## src/rtl/frame_lock_counter.sv

```systemverilog
module frame_lock_counter #(
  parameter int LW      = 10,
  parameter int LINES_A = 625,
  parameter int LINES_B = 525
) (
  input  logic          clk,
  input  logic          rst,
  input  logic          line_en,
  input  logic          ext_line_en,
  input  logic          ext_frame,
  input  logic [2:0]    std_sel,
  input  logic          short_mode,
  input  logic [1:0]    lock_mode,
  output logic [LW-1:0] line_num,
  output logic          frame_start,
  output logic          locked
);

  localparam logic [LW-1:0] LEN_A = LW'(LINES_A);
  localparam logic [LW-1:0] LEN_B = LW'(LINES_B);

  logic [LW-1:0] cnt, pos, len_q;
  logic          seen, hit, fixed_last;

  logic [LW-1:0] len_in, half, nn, pn, skip_v, next_c;
  logic [LW:0]   diff;
  logic          step, mk, slow, fast, fix, hold_dir;

  assign len_in   = (std_sel[2] ? LEN_B : LEN_A) - LW'(short_mode);
  assign step     = (lock_mode == 2'b01) ? ext_line_en : line_en;
  assign mk       = step & ext_frame & (lock_mode != 2'b00);
  assign slow     = (lock_mode == 2'b01) || (lock_mode == 2'b10);
  assign fast     = (lock_mode == 2'b11);
  assign half     = len_q >> 1;
  assign nn       = (cnt >= len_q - 1'b1) ? '0 : cnt + 1'b1;
  assign pn       = mk ? '0 : ((pos >= len_q - 1'b1) ? '0 : pos + 1'b1);
  assign diff     = (nn >= pn) ? {1'b0, nn - pn} : {1'b0, nn} + {1'b0, len_q} - {1'b0, pn};
  assign hold_dir = ({diff, 1'b0} <= {1'b0, len_q, 1'b0} >> 1) ? 1'b1 : 1'b0;
  assign skip_v   = (nn >= len_q - 1'b1) ? '0 : nn + 1'b1;
  assign fix      = slow & (seen | mk) & ~fixed_last & ((nn == '0) | (nn == half)) & (nn != pn);

  always_comb begin
    if (fast && mk)   next_c = '0;
    else if (fix)     next_c = hold_dir ? cnt : skip_v;
    else              next_c = nn;
  end

  always_ff @(posedge clk) begin
    if (rst) begin
      cnt         <= '0;
      pos         <= '0;
      len_q       <= len_in;
      seen        <= 1'b0;
      hit         <= 1'b0;
      fixed_last  <= 1'b0;
      locked      <= 1'b0;
      frame_start <= 1'b0;
    end else begin
      frame_start <= step && (next_c == '0);
      if (step) begin
        cnt        <= next_c;
        fixed_last <= fix;
        if (next_c == '0) len_q <= len_in;
        if (lock_mode != 2'b00) begin
          pos <= pn;
          if (mk) seen <= 1'b1;
        end
      end
      if (lock_mode == 2'b00) begin
        hit    <= 1'b0;
        locked <= 1'b0;
      end else if (mk) begin
        if (nn == '0) begin
          locked <= hit;
          hit    <= 1'b1;
        end else begin
          hit    <= 1'b0;
          locked <= 1'b0;
        end
      end
    end
  end

  assign line_num = cnt;

  p_reset_r1: assert property (@(posedge clk) rst |=> (line_num == '0 && !frame_start && !locked));

  p_line_max_r2: assert property (@(posedge clk) disable iff (rst) line_num < LEN_A);

  p_len_latch_r4: assert property (@(posedge clk) disable iff (rst)
    (line_num != '0) |-> $stable(len_q));

  p_idle_r5: assert property (@(posedge clk) disable iff (rst)
    !((lock_mode == 2'b01) ? ext_line_en : line_en) |=> $stable(line_num));

  p_strobe_r6: assert property (@(posedge clk) disable iff (rst)
    frame_start |-> line_num == '0);

  p_free_r7: assert property (@(posedge clk) disable iff (rst)
    (lock_mode == 2'b00 && line_en && line_num < len_q - 1'b1) |=> line_num == $past(line_num) + 1'b1);

  p_free_unlocked_r7: assert property (@(posedge clk) disable iff (rst)
    (lock_mode == 2'b00) |=> !locked);

  p_fast_r8: assert property (@(posedge clk) disable iff (rst)
    (lock_mode == 2'b11 && line_en && ext_frame) |=> line_num == '0);

  p_slip_r9: assert property (@(posedge clk) disable iff (rst)
    (slow && step && line_num < len_q - 2'd2) |=>
      (line_num == $past(line_num) || line_num == $past(line_num) + 1'b1 || line_num == $past(line_num) + 2'd2));

  p_unlock_r10: assert property (@(posedge clk) disable iff (rst)
    (mk && line_num != len_q - 1'b1) |=> !locked);

endmodule

```

## config.mk

```make
export PLATFORM = sky130hd
export DESIGN_NAME = frame_lock_counter
export DESIGN_NICKNAME = d
export VERILOG_FILES = /design/src/rtl/frame_lock_counter.sv
export SDC_FILE = /design/constraint.sdc
export NUM_CORES = 1
export LEC_CHECK = 0
export BUFFER_PORTS_ARGS = -buffer_cell sky130_fd_sc_hd__buf_2
export CAP_MARGIN = 5
export CORE_MARGIN = 4
export CORE_UTILIZATION = 35
export CTS_BUF_LIST = sky130_fd_sc_hd__clkbuf_2
export CTS_CLUSTER_SIZE = 8
export DETAILED_ROUTE_END_ITERATION = 10
export PLACE_DENSITY = 0.52
export SLEW_MARGIN = 20
export SYNTH_ARGS = -nofsm -noshare
export SYNTH_HDL_FRONTEND = slang
export SYNTH_SLANG_ARGS = --single-unit
```

## constraint.sdc

```tcl
create_clock -name clk -period 20.6 [get_ports clk]
set_input_delay 4.12 -clock clk [delete_from_list [all_inputs] [get_ports clk]]
set_output_delay 4.12 -clock clk [all_outputs]
set_load 0.005 [all_outputs]
```

==> flow_metrics.env <==
export IMPL_outcome="complete, no violations"
export IMPL_period_share=0.5501
export IMPL_async_reset_ff_frac=0
export IMPL_slowest_delay_ns=0.85
export IMPL_syn_area_um2=4489
export IMPL_antennaDiodeCount=0
export IMPL_initial_core_util=0.3572
export IMPL_die_h_um=121.3
export IMPL_area_growth_pct=5.463
export IMPL_clock_fmax_mhz=88.24
export IMPL_rows=41
export IMPL_crit_required_ns=20.66
export IMPL_grt_pass1_wl_um=22060
export IMPL_period_needed_ns=11.33
export IMPL_drt_wl_total_um=13490
export IMPL_post_cts_resized=0
export IMPL_maxCapViolations=0
export IMPL_overflow=0
export IMPL_drtIter0Drc=220
export IMPL_tightest_slew_ns=1.018
export IMPL_leakage_nw=2.104
export IMPL_synthTopCellsByCount="ha_1, inv_1, nor2_1"
export IMPL_post_cts_setup_buffers=0
export IMPL_antenna_found_initial=0
export IMPL_p_sw_frac=0.4507
export IMPL_worstHoldPathType="reg2reg"
export IMPL_die_area_um2=14700
export IMPL_final_util=0.3767
export IMPL_p_int_mw=0.1333
export IMPL_irDropWorstVdd_v=0.00003371
export IMPL_cp_arrival_ns=11.39
export IMPL_yosys_area_top_type="ha_1"
export IMPL_ant_nets=0
export IMPL_endpoint_kind="flop"
export IMPL_synth_edff_count=3
export IMPL_crit_path_top_delay_cell="mux2i_1"
export IMPL_clkSlewWorstSetupHoldPaths_ns=0.28
export IMPL_cts_sinks=28
export IMPL_powerDensity_nw_per_um2=51.25
export IMPL_syn_num_nets=670
export IMPL_yosysUniqueCellTypes=79
export IMPL_final_area_um2=4735
export IMPL_regArea_um2=590.6
export IMPL_finalMaxSlewViolations=0
export IMPL_wl_per_cell_um=17.79
export IMPL_rsz0062_at_grt="false"
export IMPL_grt_usage=0.1857
export IMPL_via_per_inst=5.687
export IMPL_grt_start_max_net_pins=26
export IMPL_worstSetupPathType="in2reg"
export IMPL_pwr_share_clk=0.139
export IMPL_finalHoldViolCount=0
export IMPL_cts_buffers_inserted=3
export IMPL_drive_gt1_frac=0.09386
export IMPL_placed_area_um2=4690
export IMPL_synthMostInstantiatedCell="ha_1"
export IMPL_cp_max_fo=20
export IMPL_syn_inst=588
export IMPL_grt_pass1_vias=4187
export IMPL_yosysWarningCount=0
export IMPL_sequentialPowerShare=0.253
export IMPL_clk_path_buf_depth=2
export IMPL_synth_seq_cells=28
export IMPL_cts_tree="yes"
export IMPL_tns_ns=0
export IMPL_hold_buffers=0
export IMPL_hpwl_um=10910
export IMPL_startpoint_type="primary input"
export IMPL_synthFlopType="dfxtp_1"
export IMPL_max_slew_margin_rel=0.3022
export IMPL_core_um2=12570
export IMPL_setup_viol=0
export IMPL_htree_levels=1
export IMPL_path_common_cell="ha_1"
export IMPL_io_pins=23
export IMPL_syn_avg_cell_area_um2=7.635
export IMPL_synth_top_area_share=0.1728
export IMPL_io_buffers=20
export IMPL_fin_skew_ns=0.007668
export IMPL_root_buffer="clkbuf_2"
export IMPL_clk_insertion_delay_late_ns=0.37
export IMPL_first_pass_iters=5
export IMPL_place_congestion=0.9333
export IMPL_drc=0
export IMPL_fill_cells=1350
export IMPL_vias=4311
export IMPL_fp_dieW_um=121.3
export IMPL_switching_power_mw=0.1094
export IMPL_seq_area_frac_synth=0.1315
export IMPL_p_comb_frac=0.608
export IMPL_multi_input_area_um2=3607
export IMPL_layout_nets=669
export IMPL_synth_area_leaders="ha_1, dfxtp_1, a21oi_1, fa_1, inv_1"
## placed cells by master (no fill, tap or decap), types with 7 or more instances in the layout
cell type and count:
or3_1 10, xor2_1 11, nand2b_1 14, nor3_1 16, and3_1 11, buf_2 20, nor2_1 46, or2_2 9
a21oi_1 37, inv_1 47, fa_1 9, ha_1 62, a31oi_1 7, nand2_1 42, o21ai_0 26, dfxtp_1 25
nand3_1 18, a22oi_1 9, a21o_1 18, xnor2_1 15, o21a_1 7
## through the flow
| step | worst slack (ns) | std cells | hold slack (ns) | total power [mW] |
|---|---|---|---|---|
| finish | 9.267 | 758 | 0.5032 | 0.2427 |
| floorplan | 10.50 | 588 | 0.4267 | 0.1757 |
| detailed placement | 8.845 | 754 | 0.4510 | 0.2084 |
| global route | 8.780 | 758 | 0.5268 | 0.2652 |
| CTS | 9.290 | 758 | 0.5071 | 0.2430 |
| global placement | 8.983 | 754 | 0.4397 | 0.2066 |
## path summary, 6_finish.rpt
check	start	slack [ns]	cells past startpoint	end
setup reg to reg	len_q[0]$_DFFE_PP_	11.84	30	len_q[5]$_DFFE_PP_
setup / recovery	lock_mode[1]	9.27	26	len_q[5]$_DFFE_PP_
hold / removal	seen$_SDFFE_PP0P_	0.50	2	seen$_SDFFE_PP0P_
hold reg to reg	seen$_SDFFE_PP0P_	0.50	2	seen$_SDFFE_PP0P_
## layer usage
metal  routed length, um  share of wire  vias to the layer above  global-route usage
met5                   0              0                        -                   0
met4                 177          0.013                        0             0.03641
met3                 402          0.030                       12            0.006061
met2                6085           0.45                       97              0.3025
met1                6819           0.51                     2040              0.2754
li1                    -              -                     2162                   -
## power by group through the flow
| stage | Clock (mW) | Combinational, mW | Sequential (mW) |
|---|---|---|---|
| after detailed placement | 0 | 0.146 | 0.0626 |
| after global routing | 0.0374 | 0.166 | 0.0620 |
| after floorplan | 0 | 0.116 | 0.0599 |
| after global placement | 0 | 0.144 | 0.0624 |
| final | 0.0338 | 0.147 | 0.0614 |
| after CTS | 0.0348 | 0.147 | 0.0617 |
## state kept, by name (all words and copies together) (netlist names)
| signal | cells |
|---|---|
| line_num | 10 |
| pos | 10 |
| len_q | 3 |
| fixed_last | 1 |
| frame_start | 1 |
| hit | 1 |
| locked | 1 |
| seen | 1 |
## cell families after synthesis
logic type,synth area share
xor gates and xnor gates,0.05072
and+or+nand+nor,0.2581
buffers and inverters,0.06494
DFF,0.1316
AOI/OAI and AO/OA,0.2645
muxes,0.01728
adders and majority gates,0.2129
## worst max-delay path, delay by kind of cell
family	cells	cell delay (ns)
simple gates	7	1.27
compound gates	11	3.73
buf+inv	3	0.27
fa+ha+maj	4	1.13
mux	1	0.85
## final cells by class
cell class	count	area share
timing repair buffer	20	0.02114
clock buffer	3	0.003171
multi-input combinational	487	0.7619
inverter	47	0.03726
clock inverter	1	0.006342
tap	172	0.04545
sequential	28	0.1247
Note: power is estimated with default switching activity, not from simulation.
